## src/rtl/msi_gen_pkg.sv

```systemverilog
package msi_gen_pkg;
  localparam logic [11:0] MSI_WINDOW   = 12'hFEE;
  localparam int          VLOG_W       = 3;
  localparam int          MAX_VEC_LOG2 = 5;
  localparam int          MDATA_W      = 16;
  localparam int          BEAT_W       = 32;
  localparam int          ADDR_W       = 64;
endpackage

```

## src/rtl/msi_pend_arb.sv

```systemverilog
module msi_pend_arb #(
  parameter int NUM_CAUSES = 8,
  localparam int IDX_W = (NUM_CAUSES > 1) ? $clog2(NUM_CAUSES) : 1
) (
  input  logic                  clk,
  input  logic                  rst_n,
  input  logic [NUM_CAUSES-1:0] cause_i,
  input  logic                  take_i,
  output logic                  any_pend_o,
  output logic [IDX_W-1:0]      sel_idx_o
);
  logic [NUM_CAUSES-1:0] pend_q, pend_n, sel_oh;

  always_comb begin
    sel_idx_o = '0;
    for (int i = NUM_CAUSES - 1; i >= 0; i--) begin
      if (pend_q[i]) sel_idx_o = IDX_W'(i);
    end
    sel_oh     = any_pend_o ? (NUM_CAUSES'(1) << sel_idx_o) : '0;
    any_pend_o = |pend_q;
    pend_n     = (pend_q & ~(take_i ? sel_oh : '0)) | cause_i;
  end

  always_ff @(posedge clk or negedge rst_n) begin
    if (!rst_n) pend_q <= '0;
    else        pend_q <= pend_n;
  end


  lowest_first_chk: assert property (@(posedge clk) disable iff (!rst_n)
    any_pend_o |-> (((sel_oh - NUM_CAUSES'(1)) & pend_q) == '0) && ((sel_oh & pend_q) != '0));


  pend_kept_chk: assert property (@(posedge clk) disable iff (!rst_n)
    (any_pend_o && !take_i) |=> ($past(pend_q) & ~pend_q) == '0);
endmodule

```

## src/rtl/msi_msg_fmt.sv

```systemverilog
module msi_msg_fmt
  import msi_gen_pkg::*;
#(
  parameter int IDX_W = 3
) (
  input  logic [VLOG_W-1:0]  cfg_vec_log2,
  input  logic               cfg_addr64,
  input  logic [31:0]        cfg_addr_lo,
  input  logic [31:0]        cfg_addr_hi,
  input  logic [MDATA_W-1:0] cfg_data,
  input  logic [IDX_W-1:0]   idx_i,
  output logic               addr_ok_o,
  output logic [ADDR_W-1:0]  msg_addr_o,
  output logic [BEAT_W-1:0]  msg_data_o
);
  logic [VLOG_W-1:0]  k;
  logic [MDATA_W-1:0] keep_mask;
  logic [MDATA_W-1:0] idx_ext;

  always_comb begin
    k          = (cfg_vec_log2 > VLOG_W'(MAX_VEC_LOG2)) ? VLOG_W'(MAX_VEC_LOG2) : cfg_vec_log2;
    keep_mask  = (MDATA_W'(1) << k) - MDATA_W'(1);
    idx_ext    = MDATA_W'(idx_i);
    addr_ok_o  = (cfg_addr_lo[31:20] == MSI_WINDOW) && (!cfg_addr64 || (cfg_addr_hi == 32'h0));
    msg_addr_o = {(cfg_addr64 ? cfg_addr_hi : 32'h0), cfg_addr_lo};
    msg_data_o = {{(BEAT_W - MDATA_W){1'b0}}, (cfg_data & ~keep_mask) | (idx_ext & keep_mask)};
  end
endmodule

```

## src/rtl/msi_wr_port.sv

```systemverilog
module msi_wr_port
  import msi_gen_pkg::*;
(
  input  logic              clk,
  input  logic              rst_n,
  input  logic              load_i,
  input  logic [ADDR_W-1:0] addr_i,
  input  logic [BEAT_W-1:0] data_i,
  input  logic              ready_i,
  output logic              free_o,
  output logic              valid_o,
  output logic [ADDR_W-1:0] addr_o,
  output logic [BEAT_W-1:0] data_o
);
  logic              valid_n;
  logic [ADDR_W-1:0] addr_q;
  logic [BEAT_W-1:0] data_q;

  always_comb begin
    free_o  = !valid_o || ready_i;
    valid_n = load_i ? 1'b1 : (valid_o && !ready_i);
  end

  always_ff @(posedge clk or negedge rst_n) begin
    if (!rst_n) valid_o <= 1'b0;
    else        valid_o <= valid_n;
  end

  always_ff @(posedge clk) begin
    if (load_i) begin
      addr_q <= addr_i;
      data_q <= data_i;
    end
  end

  assign addr_o = addr_q;
  assign data_o = data_q;


  hold_stable_chk: assert property (@(posedge clk) disable iff (!rst_n)
    (valid_o && !ready_i) |=> valid_o && $stable(addr_o) && $stable(data_o));
endmodule

```

## src/rtl/msi_msg_gen.sv

```systemverilog
module msi_msg_gen
  import msi_gen_pkg::*;
#(
  parameter int NUM_CAUSES = 8,
  localparam int IDX_W = (NUM_CAUSES > 1) ? $clog2(NUM_CAUSES) : 1
) (
  input  logic                  clk,
  input  logic                  rst_n,
  input  logic                  cfg_enable,
  input  logic [VLOG_W-1:0]     cfg_vec_log2,
  input  logic                  cfg_addr64,
  input  logic [31:0]           cfg_addr_lo,
  input  logic [31:0]           cfg_addr_hi,
  input  logic [MDATA_W-1:0]    cfg_data,
  input  logic [NUM_CAUSES-1:0] cause_i,
  input  logic                  wr_ready,
  output logic                  wr_valid,
  output logic [ADDR_W-1:0]     wr_addr,
  output logic [BEAT_W-1:0]     wr_data
);
  logic              any_pend, addr_ok, slot_free, take;
  logic [IDX_W-1:0]  sel_idx;
  logic [ADDR_W-1:0] msg_addr;
  logic [BEAT_W-1:0] msg_data;

  assign take = slot_free && any_pend && cfg_enable && addr_ok;

  msi_pend_arb #(.NUM_CAUSES(NUM_CAUSES)) u_arb (
    .clk(clk), .rst_n(rst_n), .cause_i(cause_i), .take_i(take),
    .any_pend_o(any_pend), .sel_idx_o(sel_idx)
  );

  msi_msg_fmt #(.IDX_W(IDX_W)) u_fmt (
    .cfg_vec_log2(cfg_vec_log2), .cfg_addr64(cfg_addr64),
    .cfg_addr_lo(cfg_addr_lo), .cfg_addr_hi(cfg_addr_hi), .cfg_data(cfg_data),
    .idx_i(sel_idx), .addr_ok_o(addr_ok), .msg_addr_o(msg_addr), .msg_data_o(msg_data)
  );

  msi_wr_port u_port (
    .clk(clk), .rst_n(rst_n), .load_i(take), .addr_i(msg_addr), .data_i(msg_data),
    .ready_i(wr_ready), .free_o(slot_free), .valid_o(wr_valid),
    .addr_o(wr_addr), .data_o(wr_data)
  );


  start_gated_chk: assert property (@(posedge clk) disable iff (!rst_n)
    $rose(wr_valid) |-> $past(cfg_enable));


  window_chk: assert property (@(posedge clk) disable iff (!rst_n)
    wr_valid |-> (wr_addr[31:20] == MSI_WINDOW) && (wr_addr[63:32] == 32'h0));


  reset_idle_chk: assert property (@(posedge clk)
    !rst_n |=> !wr_valid);
endmodule

```

## config.mk

```make
export PLATFORM = sky130hd
export DESIGN_NAME = msi_msg_gen
export DESIGN_NICKNAME = d
export VERILOG_FILES = /design/src/rtl/msi_gen_pkg.sv /design/src/rtl/msi_pend_arb.sv /design/src/rtl/msi_msg_fmt.sv /design/src/rtl/msi_wr_port.sv /design/src/rtl/msi_msg_gen.sv
export SDC_FILE = /design/constraint.sdc
export NUM_CORES = 1
export LEC_CHECK = 0
export BUFFER_PORTS_ARGS = -buffer_cell sky130_fd_sc_hd__buf_2
export CAP_MARGIN = 40
export CORE_ASPECT_RATIO = 0.9
export CORE_UTILIZATION = 30
export CTS_CLUSTER_DIAMETER = 150
export DETAILED_ROUTE_END_ITERATION = 12
export GPL_ROUTABILITY_DRIVEN = 0
export PLACE_DENSITY_LB_ADDON = 0.2
export SETUP_SLACK_MARGIN = 0.02
export SYNTH_ARGS = -nofsm -noshare
export SYNTH_HDL_FRONTEND = slang
export SYNTH_SLANG_ARGS = --single-unit
```

## constraint.sdc

```tcl
create_clock -name clk -period 2.7 [get_ports clk]
set_clock_uncertainty 0.15 [all_clocks]
set_input_delay 0.54 -clock clk [delete_from_list [all_inputs] [get_ports clk]]
set_output_delay 0.54 -clock clk [all_outputs]
set_load 0.005 [all_outputs]
```

==> impl_metrics.csv, run 1 <==
group,metric,value,unit
run_status,result_of_the_run,"finished, final reports clean",
clock_network,clock_sinks,89,
pwr,p_per_area,625,mW/mm2
sta,timing.final.max_slew_violations,0,
pwr,totalPowerFinal,3.07,mW
synth,post_synth_inst_count,229,
layout,syn_to_final_growth,40.6,%
sta,setup_viol_count_final,0,
routing,antenna_left,0,
synth,yosys_reg_bits,89,
setup_path,worstRegToRegCells,5,
setup_path,critical_path.startpoint,"cfg_addr_hi[1]",
layout,design_area,0.00491,mm2
synth,seq_area_frac_synth,0.752,
pwr,vdd.ir_drop.worst,243,uV
global_route,all_layer_global_routing_usage,0.132,
pwr,clkPwrFrac,0.468,
pwr,intPower,2.49,mW
synth,yosysWarnings,0,
place,hpwl,6.17,mm
worst_hold_path,hold_class,"primary input to flop",
floorplan,fp.dieArea,0.0121,mm2
routing,drt_drc_violations_left,0,
pwr,power.share.combinational,0.044,
floorplan,num_io_pins,193,
synth,number_of_synthesized_flops_with_an_enable_pin,80,
sta,setup_tns,0,ps
clock_network,cts_resizes,0,
worst_hold_path,worst_hold_path.num_cells,1,
floorplan,number_of_cell_rows,37,
routing,dr.pass1.iters,4,
place,numPortBuffers,176,
layout,final_layout_size_suffix_gt1_frac,0.488,
layout,nets,509,
setup_path,reg2reg_from,"u_port.valid_o",
setup_path,worst_setup_path_start_kind,"primary input",
global_route,grt_antenna_before_repair,0,
place,placement.cell_area,0.00455,mm2
sta,worst_hold_slack,226,ps
worst_hold_path,hold_path_end,"u_port.addr_o[8]",
sta,rsz0062_at_grt,"false",
pwr,power.static_leakage,2.05,nW
clock_network,tritoncts,"yes",
sta,timing.fmax,459,MHz
global_route,grt_overflow,0,
layout,most-common-layout-cells,"sky130_fd_sc_hd__buf_2, sky130_fd_sc_hd__edfxtp_1, sky130_fd_sc_hd__and2_1",
global_route,global_route_wire_length_before_repair,11.5,mm
global_route,grt_pass1_vias,2263,
synth,async_reset_ff_frac,0.101,
setup_path,crit_path_end_kind,"flop",
synth,syn_area,0.00349,mm2
synth,ys_types,34,
clock_network,clk_root_buffer_cell,"sky130_fd_sc_hd__clkbuf_16",
clock_network,post-cts-setup-buffer-count,0,
floorplan,chip_height,104,um
sta,finalCriticalPeriod,2180,ps
clock_network,cts_max_path_buffers,2,
sta,final_cycle_utilization_of_the_critical_path,0.806,
sta,hold_viol_final,0,
global_route,grt_max_degree,34,
pwr,power.switching,585,uW
setup_path,regToRegSetupSlack,690,ps
synth,ys_dominant_reg_cell,"sky130_fd_sc_hd__edfxtp_1",
clock_network,numCtsBuffers,9,
setup_path,timing.critical_path.arrival,2060,ps
pwr,power_switching_share,0.190,
pwr,p_seq_frac,0.489,
synth,synth_top_cell_by_area,"sky130_fd_sc_hd__edfxtp_1",
synth,syn_area_per_cell,15.3,um2
worst_hold_path,startpoint_of_the_most_critical_hold_path,"cfg_addr_lo[8]",
setup_path,critPathKind,"primary input to flop",
synth,most_area_consuming_cells_after_synthesis,"sky130_fd_sc_hd__edfxtp_1, sky130_fd_sc_hd__dfrtp_1, sky130_fd_sc_hd__and2_1",
clock_network,holdBufCountCts,1,
setup_path,critical_path.reg2reg.endpoint,"u_port.addr_o[15]",
floorplan,coreArea,0.0114,mm2
routing,routed_wl,7.99,mm
clock_network,cts-htree-levels,3,
layout,mostFrequentLayoutCell,"sky130_fd_sc_hd__buf_2",
flow_run,max-cap-violations,0,
routing,detail_route.iter0.violations,155,
routing,drt-wirelength-per-cell,14.0,um
setup_path,crit_fanout,29,
floorplan,die_w,116,um
clock_network,clkSlewWorstSetupHoldPaths,60,ps
clock_network,clk-insertion-delay-late,340,ps
floorplan,floorplan.initialDensity,0.307,
routing,avgViaCountPerCell,4.23,
setup_path,worstPathRequired,2590,ps
routing,dr_total_vias,2422,
synth,synth_largest_type_area_fraction,0.688,
layout,num_antenna_cells,0,
==> cells in the mapped netlist, types with 2 or more instances <==
library cell,count
sky130_fd_sc_hd__a31oi_1,4
sky130_fd_sc_hd__clkbuf_1,9
sky130_fd_sc_hd__nand2b_1,2
sky130_fd_sc_hd__o21ai_0,3
sky130_fd_sc_hd__nand4_1,3
sky130_fd_sc_hd__nor3_1,2
sky130_fd_sc_hd__dfrtp_1,9
sky130_fd_sc_hd__o21bai_1,2
sky130_fd_sc_hd__and2_1,34
sky130_fd_sc_hd__edfxtp_1,80
sky130_fd_sc_hd__nor4_1,9
sky130_fd_sc_hd__nor2_1,14
sky130_fd_sc_hd__nand2_1,5
sky130_fd_sc_hd__buf_4,17
sky130_fd_sc_hd__nor4b_2,2
sky130_fd_sc_hd__nor2b_1,3
sky130_fd_sc_hd__inv_1,6
sky130_fd_sc_hd__conb_1,2
sky130_fd_sc_hd__a21boi_0,3
sky130_fd_sc_hd__a21oi_1,5
sky130_fd_sc_hd__ha_1,2
==> stage by stage <==
stage,utilization,cells,setup WS [ps]
2_1_floorplan,-,245,308
3_3_place_gp,0.400,555,206
3_5_place_dp,0.400,555,153
4_1_cts,0.431,572,511
5_1_grt,0.431,572,402
6_report,0.431,572,523
==> power by group through the flow <==
| stage | registers (mW) | clock network [mW] | logic, mW |
|---|---|---|---|
| after detailed placement | 1.53 | 0 | 0.134 |
| after CTS | 1.50 | 1.47 | 0.136 |
| after global placement | 1.53 | 0 | 0.132 |
| final | 1.50 | 1.44 | 0.134 |
| after global routing | 1.50 | 1.53 | 0.152 |
| after floorplan | 1.53 | 0 | 0.0624 |
==> routing by layer <==
layer	up-vias	wire (um)	GRT usage
met4	0	177	0.0723
met5	-	0	0
met1	1124	3200	0.148
met3	12	817	0.0466
met2	126	3800	0.218
li1	1160	-	-
==> worst max-delay path: stages <==
cell,delay [ps]
sky130_fd_sc_hd__buf_2,110
sky130_fd_sc_hd__nor4_1,400
sky130_fd_sc_hd__nand4_1,210
sky130_fd_sc_hd__o21ai_1,260
sky130_fd_sc_hd__and3b_4,330
sky130_fd_sc_hd__buf_12,210
==> registers in the layout, summed over array words and instances (netlist names) <==
signal and count:
u_port.valid_o 1, u_port.addr_o 64, u_arb.pend_q 8, u_port.data_o 16
==> worst max-delay path by stage <==
stage                              endpoint  slack [ps]
after detailed placement  u_port.addr_o[37]         150
after CTS                 u_port.addr_o[15]         510
final                     u_port.addr_o[15]         520
after global routing      u_port.addr_o[43]         400
after floorplan            u_port.addr_o[0]         310
after global placement    u_port.addr_o[18]         210
==> area by class of cell <==
class | count | area, um2
fill | 1078 | 6480
sequential | 89 | 2630
timing repair buffer | 181 | 971
multi-input combinational | 124 | 746
clock buffer | 9 | 225
tap | 156 | 195
clock inverter | 7 | 125
inverter | 6 | 22.5
==> cell families (layout without fill, tap and decap cells) <==
group | Yosys count | count (layout) | synth area share
flip-flops | 89 | 89 | 0.752
AND/OR/NAND/NOR | 82 | 82 | 0.144
buffers and inverters | 32 | 203 | 0.0526
AO/OA/AOI/OAI | 20 | 20 | 0.0365
adder cells (fa/ha/maj) | 2 | 2 | 0.00716
other | 2 | 18 | 0.00215
XOR/XNOR | 1 | 1 | 0.00251
multiplexers | 1 | 1 | 0.00322
No activity file was read; power rests on OpenSTA's default activity.
==> inputs of run 2 (changes only) <==
--- a/config.mk
+++ b/config.mk
@@ -5,6 +5,7 @@
 export SDC_FILE = /design/constraint.sdc
 export NUM_CORES = 1
 export LEC_CHECK = 0
+export ABC_AREA = 1
 export BUFFER_PORTS_ARGS = -buffer_cell sky130_fd_sc_hd__buf_2
 export CAP_MARGIN = 40
 export CORE_ASPECT_RATIO = 0.9
==> constraint.sdc (replaced) <==
create_clock -name clk -period 2.21 [get_ports clk]
set_clock_uncertainty 0.15 [all_clocks]
set_input_delay 0.442 -clock clk [delete_from_list [all_inputs] [get_ports clk]]
set_output_delay 0.442 -clock clk [all_outputs]
set_load 0.005 [all_outputs]
==> impl_metrics.csv, run 2 <==
group,metric,value,unit
setup_path,crit_path_end_kind,"flop",
layout,syn_to_final_growth,37.8,%
sta,finalCriticalPeriod,1830,ps
setup_path,worstPathRequired,2090,ps
routing,antenna_left,0,
flow_run,max-cap-violations,0,
worst_hold_path,hold_class,"primary input to flop",
pwr,power.share.combinational,0.052,
layout,final_core_area_utilization,0.431,
pwr,p_seq_frac,0.520,
run_status,result_of_the_run,"finished, final reports clean",
pwr,vdd.ir_drop.worst,424,uV
global_route,grt_overflow,0,
routing,avgViaCountPerCell,4.09,
synth,synth-compound-area-share,0.0217,
routing,routed_wl,8.12,mm
synth,ys_dominant_reg_cell,"sky130_fd_sc_hd__edfxtp_1",
floorplan,chip_height,106,um
clock_network,cts_resizes,0,
floorplan,number_of_cell_rows,37,
synth,post_synth_inst_count,313,
global_route,global_route_wire_length_before_repair,12.8,mm
setup_path,worst_setup_path_start_kind,"flop",
floorplan,coreArea,0.0116,mm2
synth,ys_types,26,
global_route,grt_antenna_before_repair,2,
synth,synth_largest_type_area_fraction,0.661,
clock_network,clock_sinks,89,
pwr,intPower,2.80,mW
synth,largest_family_of_logic_cells_by_synthesized_area,"simple AND/OR/NAND/NOR gates",
sta,final_cycle_utilization_of_the_critical_path,0.826,
sta,setup_viol_count_final,0,
global_route,all_layer_global_routing_usage,0.136,
layout,most-common-layout-cells,"sky130_fd_sc_hd__buf_2, sky130_fd_sc_hd__edfxtp_1, sky130_fd_sc_hd__nand2_1",
place,hpwl,6.24,mm
synth,syn_area_per_cell,11.6,um2
place,numPortBuffers,176,
routing,drt_drc_violations_left,0,
layout,nets,594,
clock_network,cts_max_path_buffers,2,
synth,synth_top_cell_by_area,"sky130_fd_sc_hd__edfxtp_1",
routing,drt-wirelength-per-cell,12.4,um
pwr,p_per_area,705,mW/mm2
clock_network,numCtsBuffers,9,
clock_network,clk_root_buffer_cell,"sky130_fd_sc_hd__clkbuf_16",
synth,syn_area,0.00363,mm2
synth,most_area_consuming_cells_after_synthesis,"sky130_fd_sc_hd__edfxtp_1, sky130_fd_sc_hd__nand2_1, sky130_fd_sc_hd__dfrtp_1",
setup_path,crit_fanout,14,
sta,setup_tns,0,ps
layout,num_antenna_cells,0,
pwr,power_switching_share,0.208,
synth,yosysWarnings,0,
synth,synth-xor-area-share,0.00241,
floorplan,floorplan.initialDensity,0.313,
clock_network,clk-insertion-delay-late,340,ps
setup_path,timing.critical_path.arrival,1710,ps
routing,detail_route.iter0.violations,194,
floorplan,die_w,118,um
layout,mostFrequentLayoutCell,"sky130_fd_sc_hd__buf_2",
global_route,grt_pass1_vias,2570,
pwr,clkPwrFrac,0.428,
place,placed_cells_incl_taps,640,
sta,timing.fmax,548,MHz
routing,dr.pass1.iters,5,
pwr,power.switching,732,uW
synth,adder_cell_fraction_of_synth_area,0.00689,
sta,timing.final.max_slew_violations,0,
place,place_worst_setup_slack,136,ps
synth,synth.area.mux_share,0,
layout,final_layout_size_suffix_gt1_frac,0.414,
layout,final_cell_count_no_fill,656,
routing,dr_total_vias,2683,
synth,simple_gate_share_of_the_synthesized_area,0.140,
synth,yosys.cell_count.top_type,"sky130_fd_sc_hd__edfxtp_1",
synth,yosys_reg_bits,89,
synth,number_of_synthesized_flops_with_an_enable_pin,80,
clock_network,clkSlewWorstSetupHoldPaths,70,ps
global_route,grt_max_degree,39,
synth,seq_area_frac_synth,0.723,
sta,hold_viol_final,0,
layout,largest_reg_flops,64,
synth,async_reset_ff_frac,0.101,
floorplan,num_io_pins,193,
setup_path,critPathKind,"flop to flop",
sta,min_setup_slack_post_route,384,ps
synth,synth_common_cells,"sky130_fd_sc_hd__edfxtp_1, sky130_fd_sc_hd__nand2_1, sky130_fd_sc_hd__inv_1, sky130_fd_sc_hd__nor2_1, sky130_fd_sc_hd__buf_4",
clock_network,cts-htree-levels,3,
pwr,power.static_leakage,2.44,nW
floorplan,fp.dieArea,0.0126,mm2
clock_network,tritoncts,"yes",
sta,rsz0062_at_grt,"false",
==> run 2: cell types whose count changed after synthesis, sizes merged, moves of 2 or more <==
| cell | delta |
|---|---|
| a21oi | -2 |
| inv | +52 |
| nor4 | -10 |
| nor2 | +21 |
| a31oi | -4 |
| o21ai | -3 |
| nor4b | -2 |
| nand3 | +9 |
| and2 | -34 |
| nand2 | +68 |
| nor2b | -3 |
| nand2b | -2 |
==> run 2: per-layer routing <==
layer,GRT usage,vias up,wire (um)
li1,-,1325,-
met1,0.157,1219,3400
met2,0.224,131,3840
met3,0.0665,6,830
met4,0.0412,2,48
met5,0,-,10
==> run 2: final cells by class <==
| type | count | area, um2 |
|---|---|---|
| Tap cell | 156 | 195 |
| Multi-Input combinational cell | 156 | 717 |
| Fill cell | 1140 | 6620 |
| Timing Repair Buffer | 182 | 953 |
| Clock buffer | 9 | 225 |
| Inverter | 58 | 218 |
| Clock inverter | 6 | 68.8 |
| Sequential cell | 89 | 2630 |
==> run 2: cell families (layout without fill, tap and decap cells) <==
kind of cell             after synthesis  count (layout)
adder cells (fa/ha/maj)                2               2
XOR/XNOR                               1               1
AND/OR/NAND/NOR                      123             123
buffers and inverters                 84             255
flip-flops                            89              89
other                                  2              18
AO/OA/AOI/OAI                         12              12
==> run 2: worst paths after layout <==
check | depth (start not counted) | from | slack, ps | to
max in group asynchronous | 2 | rst_n | 1400 | u_port.valid_o
min in group asynchronous | 2 | rst_n | 320 | u_arb.pend_q[6]
worst min-delay path | 1 | cfg_addr_lo[19] | 120 | u_port.addr_o[19]
worst max-delay path | 9 | u_arb.pend_q[1] | 380 | u_port.addr_o[29]
worst min register to register | 2 | u_arb.pend_q[6] | 330 | u_arb.pend_q[6]
worst max register to register | 9 | u_arb.pend_q[1] | 380 | u_port.addr_o[29]
==> run 2: power by group through the flow <==
| stage | Sequential (mW) | Combinational (mW) | Clock [mW] |
|---|---|---|---|
| after floorplan | 1.87 | 0.0919 | 0 |
| after global placement | 1.87 | 0.180 | 0 |
| after detailed placement | 1.87 | 0.185 | 0 |
| after CTS | 1.83 | 0.187 | 1.58 |
| after global routing | 1.83 | 0.212 | 1.64 |
| final | 1.83 | 0.183 | 1.51 |
==> run 2: stage by stage <==
| step | total power, mW | cell area [um2] | hold slack [ps] |
|---|---|---|---|
| floorplan | 1.96 | 3720 | -3.59 |
| global placement | 2.05 | 4700 | 161 |
| detailed placement | 2.05 | 4700 | 158 |
| CTS | 3.59 | 5000 | 103 |
| global route | 3.68 | 5000 | 98.9 |
| finish | 3.53 | 5000 | 122 |
==> run 2: worst max-delay path, cell delays in order, from the launching register on <==
cell	delay, ps
sky130_fd_sc_hd__dfrtp_1	370
sky130_fd_sc_hd__inv_1	70
sky130_fd_sc_hd__nand2_2	70
sky130_fd_sc_hd__inv_2	40
sky130_fd_sc_hd__nand2_4	80
sky130_fd_sc_hd__inv_1	40
sky130_fd_sc_hd__nand2_1	80
sky130_fd_sc_hd__nand4_2	120
sky130_fd_sc_hd__nor2_4	220
sky130_fd_sc_hd__buf_4	270
==> run 2: timing repair <==
item / CTS / global route
setup buffers: 0 / 0
hold buffers: 1 / 0
endpoints found under the hold margin: 9 / 0
